## config.mk

```make
export PLATFORM = sky130hd
export DESIGN_NAME = irq_holdoff
export DESIGN_NICKNAME = d
export VERILOG_FILES = /design/src/rtl/irqh_pkg.sv /design/src/rtl/irqh_len.sv /design/src/rtl/irqh_timer.sv /design/src/rtl/irqh_fsm.sv /design/src/rtl/irq_holdoff.sv
export SDC_FILE = /design/constraint.sdc
export NUM_CORES = 1
export LEC_CHECK = 0
export BUFFER_PORTS_ARGS = -buffer_cell sky130_fd_sc_hd__clkbuf_2
export CAP_MARGIN = 30
export CORE_UTILIZATION = 40
export CTS_CLUSTER_SIZE = 8
export DETAILED_ROUTE_END_ITERATION = 8
export HOLD_SLACK_MARGIN = 0.12
export PLACE_DENSITY_LB_ADDON = 0.08
export SYNTH_ARGS = -nofsm -noshare
export SYNTH_HDL_FRONTEND = slang
export SYNTH_HIERARCHICAL = 1
export SYNTH_SLANG_ARGS = --single-unit
```

## constraint.sdc

```tcl
create_clock -name clk -period 1.95 [get_ports clk]
set_clock_uncertainty 0.1 [all_clocks]
set_input_delay 0.0975 -clock clk [delete_from_list [all_inputs] [get_ports clk]]
set_output_delay 0.0975 -clock clk [all_outputs]
set_load 0.1 [all_outputs]
```

## src/rtl/irqh_pkg.sv

```systemverilog
`timescale 1ns/1ps
package irqh_pkg;
    typedef enum logic [1:0] {
        S_IDLE  = 2'd0,
        S_HOLD  = 2'd1,
        S_STALL = 2'd2
    } hold_state_e;
endpackage

```

## src/rtl/irqh_len.sv

```systemverilog
`timescale 1ns/1ps
// Holdoff length register: doubles on a deferral, returns to minimum on enable.
module irqh_len #(
    parameter int MIN_LEN = 10,
    parameter int MAX_LEN = 640,
    parameter int CW      = 10
) (
    input  logic          clk,
    input  logic          rst,
    input  logic          grow,
    input  logic          shrink,
    output logic [CW-1:0] len_o,
    output logic          at_min_o
);
    localparam logic [CW-1:0] MINV = CW'(MIN_LEN);
    localparam logic [CW-1:0] MAXV = CW'(MAX_LEN);

    logic [CW-1:0] len_q;
    logic [CW:0]   dbl;
    logic [CW-1:0] grown;

    always_comb begin
        dbl   = {len_q, 1'b0};
        grown = (dbl >= {1'b0, MAXV}) ? MAXV : dbl[CW-1:0];
    end

    always_ff @(posedge clk) begin
        if (rst)         len_q <= MINV;
        else if (shrink) len_q <= MINV;
        else if (grow)   len_q <= grown;
    end

    assign len_o    = len_q;
    assign at_min_o = (len_q == MINV);
endmodule

```

## src/rtl/irqh_timer.sv

```systemverilog
`timescale 1ns/1ps
// Holdoff down-counter with load and expiry flag.
module irqh_timer #(
    parameter int CW = 10
) (
    input  logic          clk,
    input  logic          rst,
    input  logic          load,
    input  logic [CW-1:0] load_val,
    output logic [CW-1:0] cnt_o,
    output logic          expire_o
);
    logic [CW-1:0] cnt_q;

    always_ff @(posedge clk) begin
        if (rst)                cnt_q <= '0;
        else if (load)          cnt_q <= load_val;
        else if (cnt_q != '0)   cnt_q <= cnt_q - 1'b1;
    end

    assign cnt_o    = cnt_q;
    assign expire_o = (cnt_q == CW'(1)) && !load;
endmodule

```

## src/rtl/irqh_fsm.sv

```systemverilog
`timescale 1ns/1ps
// Holdoff phase tracker: IDLE, HOLD, STALL.
module irqh_fsm
    import irqh_pkg::*;
(
    input  logic clk,
    input  logic rst,
    input  logic defer,
    input  logic ien,
    input  logic expire,
    input  logic len_at_min,
    output logic hold_o
);
    hold_state_e st_q, st_d;

    always_ff @(posedge clk) begin
        if (rst) st_q <= S_IDLE;
        else     st_q <= st_d;
    end

    always_comb begin
        st_d = st_q;
        unique case (st_q)
            S_IDLE: begin
                if (defer) st_d = S_HOLD;
            end
            S_HOLD: begin
                if (defer)       st_d = S_HOLD;
                else if (expire) st_d = (ien || len_at_min) ? S_IDLE : S_STALL;
            end
            S_STALL: begin
                if (defer)    st_d = S_HOLD;
                else if (ien) st_d = S_IDLE;
            end
            default: st_d = S_IDLE;
        endcase
    end

    always_comb begin
        hold_o = (st_q == S_HOLD);
    end
endmodule

```

## src/rtl/irq_holdoff.sv

```systemverilog
`timescale 1ns/1ps
// Adaptive interrupt acceptance holdoff (top).
module irq_holdoff #(
    parameter int MIN_LEN = 10,
    parameter int MAX_LEN = 640,
    localparam int CW     = $clog2(MAX_LEN + 1)
) (
    input  logic          clk,
    input  logic          rst,
    input  logic          defer_i,
    input  logic          ien_exec_i,
    input  logic          irq_pending_i,
    input  logic          irq_enabled_i,
    output logic          accept_ok_o,
    output logic [CW-1:0] hold_len_o
);
    logic [CW-1:0] len;
    logic          len_at_min;
    logic [CW-1:0] cnt;
    logic          expire;
    logic          hold;

    irqh_len #(.MIN_LEN(MIN_LEN), .MAX_LEN(MAX_LEN), .CW(CW)) u_len (
        .clk      (clk),
        .rst      (rst),
        .grow     (defer_i),
        .shrink   (ien_exec_i),
        .len_o    (len),
        .at_min_o (len_at_min)
    );

    irqh_timer #(.CW(CW)) u_tmr (
        .clk      (clk),
        .rst      (rst),
        .load     (defer_i),
        .load_val (len),
        .cnt_o    (cnt),
        .expire_o (expire)
    );

    irqh_fsm u_fsm (
        .clk        (clk),
        .rst        (rst),
        .defer      (defer_i),
        .ien        (ien_exec_i),
        .expire     (expire),
        .len_at_min (len_at_min),
        .hold_o     (hold)
    );

    assign accept_ok_o = irq_pending_i && irq_enabled_i && !hold;
    assign hold_len_o  = len;
endmodule

```

==> impl_metrics.json, run 1 <==
{
  "synthesis.instances": 117,
  "worst_path_max_stage_delay_ns": 0.57,
  "maxClockFrequency_ghz": 0.527,
  "finalNetCount": 151,
  "hold_path.class": "reg -> reg",
  "placed_area_um2": 1180,
  "required_time_at_the_endpoint_of_the_critical_path_ns": 2.04,
  "standard_cell_core_area_um2": 2450,
  "seq_area_frac_synth": 0.405,
  "multiInputGateArea_um2": 597,
  "grt_pass1_vias": 866,
  "first_iter_violations": 23,
  "syn_area_per_cell_um2": 8.87,
  "pin_count_of_the_biggest_net_entering_global_routing": 18,
  "detail-route-antenna-nets": 0,
  "clock_latency_ns": 0.30,
  "postSynth.asyncResetShare": 0,
  "postSynth.topFlopCell": "sky130_fd_sc_hd__dfxtp_1",
  "place.port_buffers": 15,
  "final_core_util": 0.517,
  "place_congestion": 0.858,
  "routed_wl_mm": 2.41,
  "critical_path.startpoint_type": "flop",
  "tightestPinTransition_ns": 0.543,
  "count_of_flip_flops_with_a_built_in_enable_after_synthesis": 0,
  "clockRootBuffer": "sky130_fd_sc_hd__clkbuf_4",
  "tritoncts.num_buffers": 3,
  "antennaDiodeCount": 0,
  "maxSlewViolCount": 0,
  "drt_first_pass_iters": 4,
  "synth.top_cell.area_share": 0.405,
  "gr-usage-all-layers": 0.197,
  "worst-endpoint-arrival_ns": 1.98,
  "chipWidth_um": 52.9,
  "slowest_stage": "sky130_fd_sc_hd__or4_4",
  "start_util": 0.423,
  "endpoint_kind": "flop",
  "dp.cells": 163,
  "drt-wirelength-per-cell_um": 14.0,
  "placementRows": 18,
  "clock_tree.htree_level_count": 1,
  "leakagePower_uw": 0.000525,
  "power.density_cell_area_nw_per_um2": 773,
  "groute.layer.met1.usage": 0.240,
  "proportion_of_layout_cells_with_a_drive_suffix_above_1": 0.345,
  "final-seq-area_um2": 428,
  "power.total_uw": 982,
  "timing_worst_setup_path_type": "reg -> reg",
  "period_minus_slack_ns": 1.90,
  "globalRouteOverflowTotal": 0,
  "yosys.cell_types.count": 41,
  "grt_use_met2": 0.329,
  "report.final.setup_viol": 0,
  "detail_route.drc_violations": 0,
  "ys_warn_count": 6,
  "globalRoute.busiestLayer": "met2",
  "synth_largest_area_cell": "sky130_fd_sc_hd__dfxtp_1",
  "crit_path_max_fanout": 7,
  "antenna_violations_before_repair": 0,
  "tritoncts_clock_tree": "yes",
  "floorplan.die_area_um2": 2800,
  "grt_setup_unrepaired": "true",
  "clock_sink_count": 21,
  "outcome": "finished, final reports clean",
  "ir_worst_vdd_uv": 541,
  "area_growth_syn_to_layout_pct": 22.4,
  "synth-seq-cells": 21,
  "vias": 919,
  "cts-root-to-sink-buffers": 2,
  "layout.cells.non_filler": 172,
  "clock_slew_at_reported_path_ffs_ns": 0.12,
  "mappedNetlistArea_um2": 1040,
  "max-cap-violations": 0,
  "maxSlewHeadroom": 0.640,
  "netlist_top_cells_area": "sky130_fd_sc_hd__dfxtp_1 (41%), sky130_fd_sc_hd__nor2_1 (6.5%), sky130_fd_sc_hd__a21oi_1 (4.3%)",
  "synth.most_common_cell": "sky130_fd_sc_hd__dfxtp_1",
  "grt_util_met3": 0.0259,
  "fill_cells": 252,
  "grt_first_pass_wirelength_mm": 3.91,
  "detailedPlacementHpwl_mm": 1.66,
  "stdcell_area_um2": 1270,
  "fin_crit_sh": 0.973,
  "synth_fp_nets": 125,
  "die_h_um": 52.9,
  "synth_top_cells_by_count": "sky130_fd_sc_hd__dfxtp_1 (21), sky130_fd_sc_hd__nor2_1 (18), sky130_fd_sc_hd__a21oi_1 (9), sky130_fd_sc_hd__nand2_1 (8), sky130_fd_sc_hd__xnor2_1 (5)",
  "hold_violations": 0,
  "path_cells": "or4_4 -> or3_4 -> or2b_4 -> a211oi_1",
  "pin_count": 17,
  "post_drt_via_cell_ratio": 5.34
}
-- worst max-delay path, delay by kind of cell, from the launching register on --
kind / cells / cell delay, ns
AO/OA/AOI/OAI: 1 / 0.05
flip-flops: 1 / 0.33
AND/OR/NAND/NOR: 3 / 1.29
-- through the flow --
| stage | setup WS (ns) | hold slack, ns | setup TNS (ns) |
|---|---|---|---|
| global placement | -0.0279 | 0.220 | -0.101 |
| CTS | 0.0334 | 0.418 | 0 |
| detailed placement | -0.00883 | 0.226 | -0.0216 |
| floorplan | 0.000255 | 0.0599 | 0 |
| global route | -0.00352 | 0.436 | -0.00352 |
| finish | 0.0531 | 0.412 | 0 |
-- placed cells by master (no fill, tap or decap), drive strengths merged, types with 2 or more instances in the layout --
cell type and count:
nor3 4, o21a 2, nand3 2, or4 3
nor2 18, xnor2 5, nand2 8, dlygate4sd3 3
dfxtp 21, inv 4, a21oi 10, or3 2
nor2b 2, buf 8, clkbuf 18, ha 2
a32oi 4, o21ai 3, a211oi 3
-- registers in the layout, summed over array words and instances (netlist names) --
| register | flops |
|---|---|
| u_tmr/cnt_o | 10 |
| u_fsm/st_q | 2 |
| u_len/len_o | 9 |
-- final timing paths --
check                 start  depth (start not counted)  slack [ns]             end
max reg2reg  u_tmr/cnt_o[6]                          4        0.05  u_tmr/cnt_o[8]
min reg2reg  u_len/len_o[2]                          2        0.41  u_len/len_o[3]
min          u_len/len_o[2]                          2        0.41  u_len/len_o[3]
max          u_tmr/cnt_o[6]                          4        0.05  u_tmr/cnt_o[8]
-- layer usage --
metal / up-vias / wire length [um]
met5: - / 0
met4: 0 / 29
met2: 18 / 1180
met3: 4 / 71
met1: 427 / 1130
li1: 470 / -
-- logic make-up after synthesis --
logic type                 share of synthesized area
AOI/OAI and AO/OA                              0.212
xor gates and xnor gates                      0.0422
adders and majority gates                     0.0241
buffers and inverters                         0.0362
DFF                                            0.405
muxes                                        0.00965
other                                        0.00362
and+or+nand+nor                                0.267
-- report_power, final --
| group | switching [uW] | total (uW) | internal, uW |
|---|---|---|---|
| combinational | 165 | 284 | 119 |
| clock | 139 | 215 | 76.5 |
| sequential | 25.5 | 483 | 457 |
-- area by class of cell --
type                            count  area share
Clock inverter                      1     0.00394
Multi-Input combinational cell     87       0.470
Clock buffer                        3      0.0177
Sequential cell                    21       0.337
Inverter                            4      0.0118
Tap cell                           30      0.0296
Timing Repair Buffer               26       0.130
-- what timing repair did --
item | 4_1_cts | 5_1_grt
gates resized for setup | 4 | 4
setup buffers | 2 | 0
hold endpoints to repair | 12 | 0
hold buffers | 3 | 0
setup endpoints to repair | 6 | 9
pin swaps | 1 | 2
(Power assumes the default switching activity.)
==> inputs of run 2 (changes only) <==
--- a/config.mk
+++ b/config.mk
@@ -7,6 +7,7 @@
 export LEC_CHECK = 0
 export BUFFER_PORTS_ARGS = -buffer_cell sky130_fd_sc_hd__clkbuf_2
 export CAP_MARGIN = 30
+export CORE_ASPECT_RATIO = 1.75
 export CORE_UTILIZATION = 40
 export CTS_CLUSTER_SIZE = 8
 export DETAILED_ROUTE_END_ITERATION = 8
==> impl_metrics.json, run 2 (synthesis results as in run 1) <==
{
  "outcome": "finished, final reports clean",
  "critical_path.startpoint_type": "flop",
  "detailedPlacementHpwl_mm": 1.72,
  "antenna_violations_before_repair": 0,
  "clock_latency_ns": 0.26,
  "tritoncts.num_buffers": 3,
  "clock_slew_at_reported_path_ffs_ns": 0.08,
  "detail_route.drc_violations": 0,
  "hold_ws_ns": 0.154,
  "layout.cells.most_common_list": "sky130_fd_sc_hd__nor2_1 (18), sky130_fd_sc_hd__dfxtp_1 (16), sky130_fd_sc_hd__clkbuf_2 (15), sky130_fd_sc_hd__a21oi_1 (9), sky130_fd_sc_hd__nand2_1 (8)",
  "timing_worst_setup_path_type": "reg -> reg",
  "hold_violations": 0,
  "maxSlewViolCount": 0,
  "drt-wirelength-per-cell_um": 14.0,
  "required_time_at_the_endpoint_of_the_critical_path_ns": 1.98,
  "maxSlewHeadroom": 0.641,
  "grt_first_pass_wirelength_mm": 3.71,
  "hold_path.class": "in -> reg",
  "first_iter_violations": 32,
  "place.port_buffers": 15,
  "proportion_of_layout_cells_with_a_drive_suffix_above_1": 0.324,
  "pin_count_of_the_biggest_net_entering_global_routing": 18,
  "largest_register_ffs": 10,
  "detail-route-antenna-nets": 0,
  "tritoncts_clock_tree": "yes",
  "path_cells": "or4_4 -> or3_4 -> or2b_4 -> a211oi_1",
  "drt_first_pass_iters": 4,
  "route.met2.wl_mm": 1.24,
  "max-cap-violations": 0,
  "start_util": 0.421,
  "power.density_cell_area_nw_per_um2": 827,
  "globalRouteOverflowTotal": 0,
  "layout.cells.non_filler": 165,
  "worst_path_max_stage_delay_ns": 0.58,
  "fin_crit_sh": 0.969,
  "ir_worst_vdd_uv": 589,
  "antennaDiodeCount": 0,
  "slowest_stage": "sky130_fd_sc_hd__or4_4",
  "die_h_um": 69.4,
  "clock_sink_count": 21,
  "floorplan.die_area_um2": 2810,
  "gr-usage-all-layers": 0.189,
  "highest-signal-layer": "met4",
  "pin_count": 17,
  "clockRootBuffer": "sky130_fd_sc_hd__clkbuf_8",
  "place_congestion": 0.706,
  "standard_cell_core_area_um2": 2460,
  "crit_path_max_fanout": 7,
  "routed_wl_mm": 2.31,
  "finalNetCount": 148,
  "endpoint_kind": "flop",
  "mostFrequentLayoutCell": "sky130_fd_sc_hd__nor2_1",
  "chipWidth_um": 40.5,
  "worst-endpoint-arrival_ns": 1.92,
  "vias": 895,
  "grt_pass1_vias": 832,
  "maxClockFrequency_ghz": 0.529,
  "clock_tree.htree_level_count": 1,
  "cts-root-to-sink-buffers": 2,
  "tightestPinTransition_ns": 0.541,
  "leakagePower_uw": 0.000519,
  "grt_setup_unrepaired": "false",
  "placementRows": 24,
  "cts_setup_buffers": 0,
  "period_minus_slack_ns": 1.89,
  "m1WireLength_um": 976,
  "area_growth_syn_to_layout_pct": 21.2,
  "dp.cells": 159,
  "post_drt_via_cell_ratio": 5.42,
  "report.final.setup_viol": 0,
  "routed-wl-met3_um": 54
}
## run 2: changes by cell type in the layout (fill, tap and decap cells not counted), sizes merged
cell         delta
buf             -2
dlygate4sd3     -1
## run 2: worst paths after layout
| kind | cells after the start | start | slack, ns | endpoint |
|---|---|---|---|---|
| worst max-delay path | 4 | u_tmr/cnt_o[4] | 0.06 | u_tmr/cnt_o[8] |
| worst min-delay path | 3 | defer_i | 0.15 | u_fsm/st_q[1] |
| worst max register to register | 4 | u_tmr/cnt_o[4] | 0.06 | u_tmr/cnt_o[8] |
| worst min register to register | 2 | u_len/len_o[2] | 0.40 | u_len/len_o[3] |
## run 2: area by class of cell
| type | instances | area, um^2 |
|---|---|---|
| well taps | 26 | 32.5 |
| fillers | 239 | 1200 |
| clock inverters | 1 | 5.00 |
| repair buffers | 23 | 140 |
| flip-flops and latches | 21 | 427 |
| inverters | 4 | 15.0 |
| multi-input cells | 87 | 597 |
| clock buffers | 3 | 41.3 |
## run 2: per-stage QoR
step	worst slack (ns)	utilization	cell area, um^2	TNS, ns	total power (uW)
floorplan	0.000255	-	1040	0	688
global placement	0.0599	0.476	1170	0	753
detailed placement	-0.0126	0.476	1170	-0.0126	754
CTS	0.00823	0.507	1250	0	1050
global route	0.00124	0.511	1260	0	1100
finish	0.0596	0.511	1260	0	1040
## run 2: per-layer routing
metal	vias to the layer above	GRT usage
met4	0	0.0778
met5	-	0
met1	411	0.218
met2	14	0.319
li1	466	-
met3	4	0.0288
## run 2: what timing repair did
item | 4_1_cts | 5_1_grt
hold buffers | 2 | 0
pin swaps | 1 | 2
endpoints found under the hold margin | 5 | 0
gates resized for setup | 4 | 2
setup endpoints to repair | 4 | 9
## run 2: worst max-delay path, delay by kind of cell (launching register included)
kind	cells	cell delay, ns
simple gates	3	1.29
flops	1	0.32
compound gates	1	0.05
## run 2: power breakdown
part	internal (uW)	total (uW)	switching, uW
Sequential	457	483	26.0
Clock	142	281	139
Combinational	114	276	162
Total	712	1040	327
==> inputs of run 3 (changes only) <==
--- a/config.mk
+++ b/config.mk
@@ -5,12 +5,13 @@
 export SDC_FILE = /design/constraint.sdc
 export NUM_CORES = 1
 export LEC_CHECK = 0
-export BUFFER_PORTS_ARGS = -buffer_cell sky130_fd_sc_hd__clkbuf_2
+export BUFFER_PORTS_ARGS = -buffer_cell sky130_fd_sc_hd__buf_2
 export CAP_MARGIN = 30
 export CORE_ASPECT_RATIO = 1.75
 export CORE_UTILIZATION = 40
 export CTS_CLUSTER_SIZE = 8
 export DETAILED_ROUTE_END_ITERATION = 8
+export GPL_TIMING_DRIVEN = 0
 export HOLD_SLACK_MARGIN = 0.12
 export PLACE_DENSITY_LB_ADDON = 0.08
 export SYNTH_ARGS = -nofsm -noshare
==> impl_metrics.json, run 3 (synthesis results as in run 1) <==
{
  "first_iter_violations": 15,
  "worst-path-buf-inv": 1,
  "outcome": "finished, final reports clean",
  "timing_worst_setup_path_type": "reg -> reg",
  "power.total_uw": 1040,
  "hold_ws_ns": 0.405,
  "floorplan.die_area_um2": 2810,
  "pin_count_of_the_biggest_net_entering_global_routing": 13,
  "tritoncts.num_buffers": 3,
  "mostFrequentLayoutCell": "sky130_fd_sc_hd__nor2_1",
  "crit_path_max_fanout": 7,
  "leakagePower_uw": 0.000513,
  "path_cells": "inv_4 -> ha_4 -> or3b_4 -> or3_4 -> or2b_4 -> a211oi_1",
  "post_drt_via_cell_ratio": 5.47,
  "grt_pass1_vias": 823,
  "detail-route-antenna-nets": 0,
  "standard_cell_core_area_um2": 2460,
  "layout.cells.non_filler": 166,
  "vias": 908,
  "report.final.setup_viol": 0,
  "routed_wl_mm": 2.24,
  "worst-endpoint-arrival_ns": 1.94,
  "detail_route.drc_violations": 0,
  "largest_register_ffs": 10,
  "finalNetCount": 149,
  "dp.cells": 158,
  "required_time_at_the_endpoint_of_the_critical_path_ns": 1.98,
  "clockRootBuffer": "sky130_fd_sc_hd__clkbuf_8",
  "detailedPlacementHpwl_mm": 1.69,
  "placementRows": 24,
  "die_h_um": 69.4,
  "pin_count": 17,
  "drt-wirelength-per-cell_um": 13.5,
  "critPathTopFamily": "simple AND/OR/NAND/NOR gates",
  "place_worst_setup_slack_ns": -0.153,
  "max-cap-violations": 0,
  "placed_area_um2": 1150,
  "hold_violations": 0,
  "place_congestion": 0.694,
  "fill_cells": 254,
  "tritoncts_clock_tree": "yes",
  "power.density_cell_area_nw_per_um2": 818,
  "grt_first_pass_wirelength_mm": 3.69,
  "chipWidth_um": 40.5,
  "maxClockFrequency_ghz": 0.523,
  "critical_path.startpoint_type": "flop",
  "reg2reg_setup_slack_ns": 0.04,
  "gr-usage-all-layers": 0.183,
  "antennaDiodeCount": 0,
  "antenna_violations_before_repair": 0,
  "clock_latency_ns": 0.26,
  "endpoint_kind": "flop",
  "place.port_buffers": 15,
  "period_minus_slack_ns": 1.91,
  "stdcell_area_um2": 1270,
  "clock_slew_at_reported_path_ffs_ns": 0.08,
  "drt_first_pass_iters": 4,
  "clock_tree.htree_level_count": 1,
  "clock_sink_count": 21,
  "fin_crit_sh": 0.981,
  "layout.cells.most_common_list": "sky130_fd_sc_hd__nor2_1 (18), sky130_fd_sc_hd__buf_2 (15), sky130_fd_sc_hd__dfxtp_1 (15), sky130_fd_sc_hd__a21oi_1 (9), sky130_fd_sc_hd__nand2_1 (8)",
  "proportion_of_layout_cells_with_a_drive_suffix_above_1": 0.307,
  "slowest_stage": "sky130_fd_sc_hd__or3_4",
  "area_growth_syn_to_layout_pct": 22.3,
  "ir_worst_vdd_uv": 423,
  "start_util": 0.421,
  "maxSlewViolCount": 0,
  "globalRouteOverflowTotal": 0,
  "postLayoutSetupSlackWorst_ns": 0.0376,
  "cts-root-to-sink-buffers": 2,
  "worst_path_max_stage_delay_ns": 0.43,
  "hold_path.class": "reg -> reg"
}
run 3: cell types whose count changed in the layout (fill, tap and decap cells not counted), sizes merged:
cell         previous run  this run
buf                     6        17
dlygate4sd3             2         3
clkbuf                 18         7
run 3: through the flow:
stage,util,TNS [ns]
5_1_grt,0.515,-0.00200
4_1_cts,0.503,0
6_report,0.515,0
2_1_floorplan,-,0
3_5_place_dp,0.467,-1.07
3_3_place_gp,0.467,-0.942
run 3: final cells by class:
class                      count  area [um^2]  share of cell area
tap                           26         32.5              0.0256
clock buffer                   3         41.3              0.0325
clock inverter                 1         5.00             0.00394
inverter                       4         20.0              0.0158
sequential                    21          433               0.341
multi-input combinational     87          602               0.474
buffer                         5         22.5              0.0178
timing repair buffer          19          113              0.0888
run 3: what timing repair did:
item	CTS	global route
buffers inserted	0	1
gates resized for setup	5	8
endpoints found under the setup margin	10	7
pin swaps	0	2
hold endpoints to repair	7	0
hold buffers	3	0
run 3: worst paths after layout:
check / startpoint / to / cells past startpoint
setup / recovery: u_tmr/cnt_o[0] / u_tmr/cnt_o[8] / 6
hold reg to reg: u_tmr/cnt_o[7] / u_tmr/cnt_o[7] / 2
setup reg to reg: u_tmr/cnt_o[0] / u_tmr/cnt_o[8] / 6
hold / removal: u_tmr/cnt_o[7] / u_tmr/cnt_o[7] / 2
run 3: layer usage:
metal  GRT usage  wire length (um)  up-vias
met1       0.222               957      430
met4      0.0889                21        0
li1            -                 -      464
met2       0.296              1220       12
met3      0.0192                51        2
met5           0                 0        -
run 3: tightest hold or removal path, delay by kind of cell (launching register included):
family | cells | cell delay [ns]
AOI/OAI and AO/OA | 2 | 0.14
DFF | 1 | 0.32
run 3: power breakdown:
| group | internal [uW] | total, uW | switching [uW] |
|---|---|---|---|
| registers | 456 | 488 | 31.1 |
| clock network | 142 | 284 | 142 |
| logic | 109 | 266 | 157 |
| total | 708 | 1040 | 329 |
